==> config.mk <==
export PLATFORM = sky130hd
export DESIGN_NAME = pdwake_ctrl
export DESIGN_NICKNAME = d
export VERILOG_FILES = /design/src/rtl/pdwake_pkg.sv /design/src/rtl/pdwake_arb.sv /design/src/rtl/pdwake_fsm.sv /design/src/rtl/pdwake_clr.sv /design/src/rtl/pdwake_stat.sv /design/src/rtl/pdwake_ctrl.sv
export SDC_FILE = /design/constraint.sdc
export NUM_CORES = 1
export LEC_CHECK = 0
export CORE_MARGIN = 2
export CORE_UTILIZATION = 30
export CTS_CLUSTER_DIAMETER = 30
export DETAILED_ROUTE_END_ITERATION = 8
export DONT_BUFFER_PORTS = 1
export MAX_ROUTING_LAYER = met4
export SYNTH_ARGS = -nofsm -noshare
export SYNTH_HDL_FRONTEND = slang
export SYNTH_SLANG_ARGS = --single-unit
==> constraint.sdc <==
create_clock -name clk_aon -period 1.05 [get_ports clk_aon]
set_input_delay 0.21 -clock clk_aon [delete_from_list [all_inputs] [get_ports clk_aon]]
set_output_delay 0.21 -clock clk_aon [all_outputs]
set_load 0.02 [all_outputs]
==> src/rtl/pdwake_pkg.sv <==
package pdwake_pkg;
   localparam int NIRQ = 2;

   typedef enum logic [1:0] {
      WK_NONE = 2'd0,
      WK_EXT  = 2'd1,
      WK_THR  = 2'd2,
      WK_RST  = 2'd3
   } wake_src_e;
endpackage

==> src/rtl/pdwake_arb.sv <==
// Qualifies the raw wake inputs: the external line counts only when
// configured level-sensitive.
module pdwake_arb (
   input  logic ext_irq,
   input  logic ext_lvl,
   input  logic thr_flag,
   input  logic hw_rst,
   output logic ext_v,
   output logic thr_v,
   output logic rst_v,
   output logic irq_any
);
   always_comb begin
      ext_v   = ext_irq & ext_lvl;
      thr_v   = thr_flag;
      rst_v   = hw_rst;
      irq_any = ext_v | thr_v;
   end
endmodule

==> src/rtl/pdwake_fsm.sv <==
// Run / stopped state; the clock enable is the inverse of the stopped flag.
module pdwake_fsm (
   input  logic clk,
   input  logic rst_n,
   input  logic pd_req,
   input  logic rst_v,
   input  logic irq_any,
   input  logic clr_busy,
   output logic down,
   output logic enter,
   output logic irq_wake,
   output logic clk_en
);
   logic down_q;

   always_comb begin
      enter    = ~down_q & pd_req & ~rst_v & ~clr_busy;
      irq_wake = down_q & irq_any & ~rst_v;
   end

   always_ff @(posedge clk or negedge rst_n) begin
      if (!rst_n)                      down_q <= 1'b0;
      else if (enter)                  down_q <= 1'b1;
      else if (down_q & (rst_v | irq_any)) down_q <= 1'b0;
   end

   assign down   = down_q;
   assign clk_en = ~down_q;
endmodule

==> src/rtl/pdwake_clr.sv <==
// Register / display-memory clear pulse generator.
module pdwake_clr #(
   parameter int CLR_CYCLES = 2
) (
   input  logic clk,
   input  logic rst_n,
   input  logic rst_v,
   output logic clr,
   output logic pc_zero
);
   localparam int CNT_W = $clog2(CLR_CYCLES + 1);
   localparam logic [CNT_W-1:0] CNT_LOAD = CNT_W'(CLR_CYCLES);

   logic [CNT_W-1:0] cnt_q;
   logic             pcz_q;

   always_ff @(posedge clk or negedge rst_n) begin
      if (!rst_n) begin
         cnt_q <= '0;
         pcz_q <= 1'b0;
      end else begin
         pcz_q <= rst_v;
         if (rst_v)              cnt_q <= CNT_LOAD;
         else if (cnt_q != '0)   cnt_q <= cnt_q - 1'b1;
      end
   end

   assign clr     = (cnt_q != '0);
   assign pc_zero = pcz_q;
endmodule

==> src/rtl/pdwake_stat.sv <==
// Pending bits, wake-source status and resume flag.
module pdwake_stat
   import pdwake_pkg::*;
(
   input  logic            clk,
   input  logic            rst_n,
   input  logic            down,
   input  logic            enter,
   input  logic            irq_wake,
   input  logic            ext_v,
   input  logic            thr_v,
   input  logic            rst_v,
   input  logic            rd,
   input  logic [NIRQ-1:0] ack,
   output logic [NIRQ-1:0] pend,
   output logic [1:0]      src,
   output logic            resume
);
   logic [NIRQ-1:0] src_v;
   wake_src_e       src_q;
   logic            res_q;

   assign src_v = {thr_v, ext_v};

   for (genvar i = 0; i < NIRQ; i++) begin : g_pend
      logic p_q;
      always_ff @(posedge clk or negedge rst_n) begin
         if (!rst_n)                       p_q <= 1'b0;
         else if (rst_v)                   p_q <= 1'b0;
         else if (irq_wake & src_v[i])     p_q <= 1'b1;
         else if (ack[i])                  p_q <= 1'b0;
      end
      assign pend[i] = p_q;
   end

   always_ff @(posedge clk or negedge rst_n) begin
      if (!rst_n)               src_q <= WK_NONE;
      else if (rst_v & down)    src_q <= WK_RST;
      else if (irq_wake)        src_q <= ext_v ? WK_EXT : WK_THR;
      else if (rd)              src_q <= WK_NONE;
   end

   always_ff @(posedge clk or negedge rst_n) begin
      if (!rst_n)          res_q <= 1'b0;
      else if (rst_v)      res_q <= 1'b0;
      else if (irq_wake)   res_q <= 1'b1;
      else if (enter)      res_q <= 1'b0;
   end

   assign src    = src_q;
   assign resume = res_q;
endmodule

==> src/rtl/pdwake_ctrl.sv <==
module pdwake_ctrl
   import pdwake_pkg::*;
#(
   parameter int CLR_CYCLES = 2,
   parameter bit REG_WAKE   = 1'b0
) (
   input  logic            clk_aon,
   input  logic            rst_n,
   input  logic            pd_req_i,
   input  logic            ext_irq_i,
   input  logic            ext_lvl_i,
   input  logic            thr_flag_i,
   input  logic            hw_rst_i,
   input  logic            stat_rd_i,
   input  logic [NIRQ-1:0] irq_ack_i,
   output logic            core_clk_en_o,
   output logic [NIRQ-1:0] irq_pend_o,
   output logic [1:0]      wake_src_o,
   output logic            resume_next_o,
   output logic            reg_clr_o,
   output logic            pc_zero_o
);
   if (CLR_CYCLES < 1 || CLR_CYCLES > 255) begin : g_bad_clr
      $error("pdwake_ctrl: CLR_CYCLES must lie in 1..255");
   end

   logic a_ext, a_thr, a_rst, a_any;
   logic ext_v, thr_v, rst_v, irq_any;
   logic down, enter, irq_wake, clr_busy;

   pdwake_arb u_arb (
      .ext_irq (ext_irq_i),
      .ext_lvl (ext_lvl_i),
      .thr_flag(thr_flag_i),
      .hw_rst  (hw_rst_i),
      .ext_v   (a_ext),
      .thr_v   (a_thr),
      .rst_v   (a_rst),
      .irq_any (a_any)
   );

   if (REG_WAKE) begin : g_reg_wake
      logic [3:0] w_q;
      always_ff @(posedge clk_aon or negedge rst_n) begin
         if (!rst_n) w_q <= '0;
         else        w_q <= {a_any, a_rst, a_thr, a_ext};
      end
      assign {irq_any, rst_v, thr_v, ext_v} = w_q;
   end else begin : g_comb_wake
      assign {irq_any, rst_v, thr_v, ext_v} = {a_any, a_rst, a_thr, a_ext};
   end

   pdwake_fsm u_fsm (
      .clk     (clk_aon),
      .rst_n   (rst_n),
      .pd_req  (pd_req_i),
      .rst_v   (rst_v),
      .irq_any (irq_any),
      .clr_busy(clr_busy),
      .down    (down),
      .enter   (enter),
      .irq_wake(irq_wake),
      .clk_en  (core_clk_en_o)
   );

   pdwake_clr #(.CLR_CYCLES(CLR_CYCLES)) u_clr (
      .clk    (clk_aon),
      .rst_n  (rst_n),
      .rst_v  (rst_v),
      .clr    (clr_busy),
      .pc_zero(pc_zero_o)
   );

   assign reg_clr_o = clr_busy;

   pdwake_stat u_stat (
      .clk     (clk_aon),
      .rst_n   (rst_n),
      .down    (down),
      .enter   (enter),
      .irq_wake(irq_wake),
      .ext_v   (ext_v),
      .thr_v   (thr_v),
      .rst_v   (rst_v),
      .rd      (stat_rd_i),
      .ack     (irq_ack_i),
      .pend    (irq_pend_o),
      .src     (wake_src_o),
      .resume  (resume_next_o)
   );
endmodule

==> flow_summary.ini, run 1 <==
[yosys]
synth_top_family_by_area = simple AND/OR/NAND/NOR gates
syn_inst = 42
synth_nets = 53
async_flop_share_pct = 100
synth_edf_count = 0
synthSimpleGateAreaFrac_pct = 16.9
syn_area_um2 = 415
synthDistinctLibCells = 22
synth.area.top_cells = dfrtp_1 (54%), nand2_1 (4.5%), a21oi_1 (3.6%), buf_4 (3.6%), inv_1 (3.6%)
synth_xor_xnor_area_share_pct = 2.11
yosysMostFrequentCell = dfrtp_1
yosysTopAreaCell = dfrtp_1
synth_fa_ha_area_share_pct = 3.01
synth_compound_area_share_pct = 12.0
synthDominantCellAreaShare_pct = 54.2
synth_commonest_cells = dfrtp_1 (9), nand2_1 (5), inv_1 (4), a21oi_1 (3)
ys_warn_count = 0
ys.flop_type = dfrtp_1
synthMuxAreaShare_pct = 2.41
synth.ff_latch_count = 9
seq_area_frac_synth_pct = 54.2
synth.avg_cell_area_um2 = 9.89

[finish]
n_antenna_cell = 0
fillCellCount = 129
syn_to_final_growth_pct = 40.1
drive_gt1_share_pct = 43.6
fin_nets = 67

[global_routing]
antenna_found_initial = 0
grt_max_degree = 10
track_usage_pct = 14.7
grt_pass1_wl_mm = 1.45
grt-ovfl-total = 0
grt_pass1_vias = 342

[hold_path]
whs_path_depth = 1
min_from = hw_rst_i
hold_end = u_stat.g_pend[1].p_q$_DFFE_PN0P_
hp-class = input port to register

[clock_tree]
path_clk_slew_ps = 60
cts_root_buffer = clkbuf_4
clockBufferDepth = 2
cts_buffers = 3
htreeDepth = 1
tritoncts = done
clock-sinks = 9
insertion_delay_ps = 260

[floorplanning]
core-area_um2 = 1300
die_h_um = 41.2
io_pins = 18
rows = 13
die_width_um = 41.2
start_util_pct = 31.9
dieArea_um2 = 1700

[placement]
place.gp.congestion = 0.779
dp_worst_setup_slack_ps = -5.85
dp_hpwl_um = 580
portBuffers = 0

[sta]
rsz0062_at_grt = yes
fin_ws_ps = -170
finalHoldViolCount = 0
maxSlewViolCount = 0
setup_violations = 5
tightest_slew_ps = 418
finClkSkew_ps = 0.683
slew_headroom_pct = 72.1
period_minus_slack_ps = 1220
fin_crit_sh_pct = 116
clock.fmax_mhz = 820

[power]
p_leak_uw = 0.000270
p_total_uw = 1270
p_per_area_nw_per_um2 = 2180
ir_drop_uv = 1230

[detailed_routing]
dr.pass1.iters = 4
drt-total-wl_um = 822
drc = 0
avgRoutedWirePerCell_um = 11.7
first_iter_violations = 4
routed-via-count = 337
antenna_left = 0
viasPerCell = 4.81

[critical_path]
worst_r2r_endpoint = u_clr.cnt_q[1]$_DFFE_PN0P_
worstSetupPathType = register to primary output
reg2reg_slack_ps = -140
slowest_delay_ps = 390
critPathArrivalTime_ps = 1010
critPathSlowestCell = dfrtp_1
required_ps = 840
reg2reg_depth = 6
crit_fanout = 2
regToRegStartpoint = u_clr.cnt_q[0]$_DFFE_PN0P_
endpoint_kind = primary output
crit_chain = inv_2, ha_4, inv_4, buf_6
start_kind = register

[run_status]
status = complete, but fails checks
failed_checks = negative setup slack

[job]
maxCapViolCount = 0
==> critical path, delay by kind of cell, from the launching register on <==
kind	cells	cell delay [ps]
adder cells (fa/ha/maj)	1	140
buffers and inverters	3	220
flip-flops	1	390
==> stage by stage <==
stage | cell area [um2] | utilization, % | hold WS (ps) | cells | TNS [ps]
2_1_floorplan | 433 | - | -85.6 | 42 | -28.7
3_3_place_gp | 484 | 37.2 | -85.4 | 61 | 0
3_5_place_dp | 484 | 37.2 | -85.5 | 61 | -5.85
4_1_cts | 546 | 41.9 | 3.43 | 68 | -354
5_1_grt | 582 | 44.7 | 4.30 | 70 | -765
6_report | 582 | 44.7 | 9.34 | 70 | -404
==> layout by cell type (no fill, tap or decap), types with 2 or more instances in the layout <==
| cell type | synthesis | final |
|---|---|---|
| inv_2 | 1 | 3 |
| nand2b_1 | 2 | 2 |
| dfrtp_1 | 9 | 9 |
| nand2_2 | 0 | 2 |
| dlygate4sd3_1 | 0 | 2 |
| nand2_1 | 5 | 3 |
| buf_6 | 0 | 4 |
| buf_4 | 2 | 6 |
| clkbuf_4 | 0 | 3 |
| a21oi_1 | 3 | 2 |
| a21oi_2 | 1 | 2 |
| nor2_1 | 2 | 2 |
==> report_power, final <==
group          internal (uW)  total [uW]  switching, uW
clock                    146         263            117
combinational            310         547            237
sequential               408         458           50.1
total                    864        1270            404
==> cell type report <==
type                       count  area [um2]  area share (%)
inverter                       5        21.3            3.66
clock buffer                   4        26.3            4.52
multi-input combinational     25         180            31.0
sequential                     9         225            38.7
tap                           15        18.8            3.23
timing repair buffer          12         110            18.9
==> flip-flops by register name, summed over array words and instances (netlist names) <==
register,flops
u_clr.cnt_q,2
u_clr.pc_zero,1
u_fsm.down,1
u_stat.g_pend.p_q,2
u_stat.resume,1
u_stat.src,2
==> cell families after synthesis <==
| logic type | count (synthesis) |
|---|---|
| XOR/XNOR | 1 |
| buffers and inverters | 8 |
| AO/OA/AOI/OAI | 8 |
| flip-flops | 9 |
| AND/OR/NAND/NOR | 14 |
| multiplexers | 1 |
| adder cells (fa/ha/maj) | 1 |
==> metal layers <==
layer	routed length, um	track usage, %	vias to the layer above
met5	0	-	-
met4	19	7.26	0
met3	69	8.70	4
met2	372	21.5	13
met1	361	15.7	157
li1	-	-	163
==> how the worst max path moves through the flow <==
stage                                from                          to  slack [ps]  cells after the start
2_1_floorplan  u_clr.cnt_q[0]$_DFFE_PN0P_  u_clr.cnt_q[1]$_DFFE_PN0P_         -30                      5
3_3_place_gp   u_clr.cnt_q[0]$_DFFE_PN0P_  u_clr.cnt_q[1]$_DFFE_PN0P_           9                      5
3_5_place_dp   u_clr.cnt_q[1]$_DFFE_PN0P_  u_clr.cnt_q[1]$_DFFE_PN0P_          -6                      5
4_1_cts        u_clr.cnt_q[0]$_DFFE_PN0P_                   reg_clr_o        -190                      4
5_1_grt        u_clr.cnt_q[1]$_DFFE_PN0P_                   reg_clr_o        -220                      4
6_report       u_clr.cnt_q[0]$_DFFE_PN0P_                   reg_clr_o        -170                      4
==> timing repair <==
action,in CTS,in global routing
buffers inserted,1,2
endpoints found under the setup margin,3,7
hold buffers,2,0
pin swaps,1,4
gates resized for setup,2,6
endpoints found under the hold margin,14,0
Power figures use the tool's default switching activity.
==> run 2, diff against run 1 <==
--- a/config.mk
+++ b/config.mk
@@ -6,10 +6,13 @@
 export NUM_CORES = 1
 export LEC_CHECK = 0
+export CELL_PAD_IN_SITES_DETAIL_PLACEMENT = 1
+export CELL_PAD_IN_SITES_GLOBAL_PLACEMENT = 2
 export CORE_MARGIN = 2
-export CORE_UTILIZATION = 30
+export CORE_UTILIZATION = 28
 export CTS_CLUSTER_DIAMETER = 30
 export DETAILED_ROUTE_END_ITERATION = 8
 export DONT_BUFFER_PORTS = 1
 export MAX_ROUTING_LAYER = met4
+export PLACE_DENSITY_LB_ADDON = 0.1
 export SYNTH_ARGS = -nofsm -noshare
 export SYNTH_HDL_FRONTEND = slang
==> constraint.sdc (replaced) <==
create_clock -name clk_aon -period 1.05 [get_ports clk_aon]
set_input_delay 0.0525 -clock clk_aon [delete_from_list [all_inputs] [get_ports clk_aon]]
set_output_delay 0.0525 -clock clk_aon [all_outputs]
set_load 0.02 [all_outputs]
==> flow_summary.ini, run 2 (synthesis gave the netlist of run 1 again) <==
[global_routing]
grt-ovfl-total = 0
grt_use_met1_pct = 15.7
met3_usage_pct = 4.74
grt_max_degree = 10
use_met2_pct = 21.5
grt_pass1_vias = 404
grt_pass1_wl_mm = 1.78
track_usage_pct = 14.2
globalRoute.busiestLayer = met2
antenna_found_initial = 0

[critical_path]
crit_cells = 5
worstSetupPathType = register to register
crit_path_end = u_clr.cnt_q[1]$_DFFE_PN0P_
crit_chain = inv_2, ha_4, inv_4, mux2i_1, or2_4
reg2reg_slack_ps = -20
worst_r2r_endpoint = u_clr.cnt_q[1]$_DFFE_PN0P_
critPathLaunch = u_clr.cnt_q[0]$_DFFE_PN0P_
regToRegStartpoint = u_clr.cnt_q[0]$_DFFE_PN0P_
reg2reg_depth = 5
cp_top_family = flip-flops
required_ps = 1190
crit_fanout = 2
critPathArrivalTime_ps = 1210
worstPathBufferInverterCount = 2
critPathSlowestCell = dfrtp_1
slowest_delay_ps = 390
start_kind = register
endpoint_kind = register

[placement]
place.gp.congestion = 0.698
dp_hpwl_um = 772
placedCellCount = 63
portBuffers = 0

[floorplanning]
core-area_um2 = 1350
io_pins = 18
dieArea_um2 = 1810
start_util_pct = 30.8
rows = 13
die_h_um = 42.5
die_width_um = 42.5

[finish]
n_antenna_cell = 0
fin_nets = 73
final_common_cell = buf_4
drive_gt1_share_pct = 37.7
finalNonFillerCells = 76
final_cell_mix = buf_4 (10), dfrtp_1 (9), dlygate4sd3_1 (7)
syn_to_final_growth_pct = 50.6

[detailed_routing]
dr.pass1.iters = 2
avgRoutedWirePerCell_um = 13.7
routed-via-count = 352
first_iter_violations = 1
drt-total-wl_mm = 1.04
drc = 0
viasPerCell = 4.63
antenna_left = 0

[sta]
finalHoldViolCount = 0
holdWs_ps = 42.3
fin_crit_sh_pct = 102
tightest_slew_ps = 436
fin_ws_ps = -20.2
clock.fmax_mhz = 934
rsz0062_at_grt = yes
finClkSkew_ps = 0.923
maxSlewViolCount = 0
setup_violations = 2
period_minus_slack_ps = 1070
slew_headroom_pct = 70.8

[power]
p_leak_uw = 0.000292
p_per_area_nw_per_um2 = 2050
ir_drop_uv = 1010

[job]
maxCapViolCount = 0

[clock_tree]
clockBufferDepth = 2
htreeDepth = 1
cts_root_buffer = clkbuf_4
path_clk_slew_ps = 60
cts_buffers = 3
tritoncts = done
insertion_delay_ps = 250
clock-sinks = 9

[run_status]
failed_checks = negative setup slack
status = complete, but fails checks

[hold_path]
hp-class = input port to register
-- run 2: repair_timing --
action	in CTS	in global routing
pin swaps	3	3
endpoints found under the hold margin	18	0
hold buffers	7	0
buffers inserted	1	1
endpoints found under the setup margin	4	5
gates resized for setup	1	2
-- run 2: final cells by class --
type / instances / area [um2]
fill: 163 / 724
sequential: 9 / 225
multi-input combinational: 25 / 178
timing repair buffer: 18 / 156
clock buffer: 4 / 26.3
inverter: 5 / 21.3
tap: 15 / 18.8
-- run 2: routing by layer --
layer | wire, um | up-vias
met5 | 0 | -
li1 | - | 172
met3 | 51 | 2
met4 | 10 | 0
met1 | 466 | 168
met2 | 511 | 10
-- run 2: per-stage QoR --
| stage | setup WS, ps | util (%) | power (uW) | setup TNS (ps) | area [um2] |
|---|---|---|---|---|---|
| floorplan | -28.7 | - | 756 | -28.7 | 433 |
| global placement | 10.9 | 37.0 | 877 | 0 | 499 |
| detailed placement | -24.0 | 37.0 | 914 | -24.0 | 499 |
| CTS | -44.2 | 44.9 | 1260 | -98.1 | 607 |
| global route | -65.4 | 46.3 | 1390 | -245 | 626 |
| finish | -20.2 | 46.3 | 1280 | -30.2 | 626 |
-- run 2: report_power, final --
group | internal [uW] | switching [uW]
clock network | 146 | 119
logic | 305 | 257
registers | 407 | 45.5
total | 859 | 421
-- run 2: how the worst min path moves through the flow --
stage / startpoint / to / depth (start not counted)
3_5_place_dp: rst_n / u_clr.cnt_q[1]$_DFFE_PN0P_ / 0
3_3_place_gp: rst_n / u_stat.g_pend[1].p_q$_DFFE_PN0P_ / 0
2_1_floorplan: rst_n / u_clr.cnt_q[0]$_DFFE_PN0P_ / 0
4_1_cts: thr_flag_i / u_stat.resume$_DFFE_PN0P_ / 2
5_1_grt: thr_flag_i / u_stat.resume$_DFFE_PN0P_ / 2
6_report: thr_flag_i / u_stat.resume$_DFFE_PN0P_ / 2
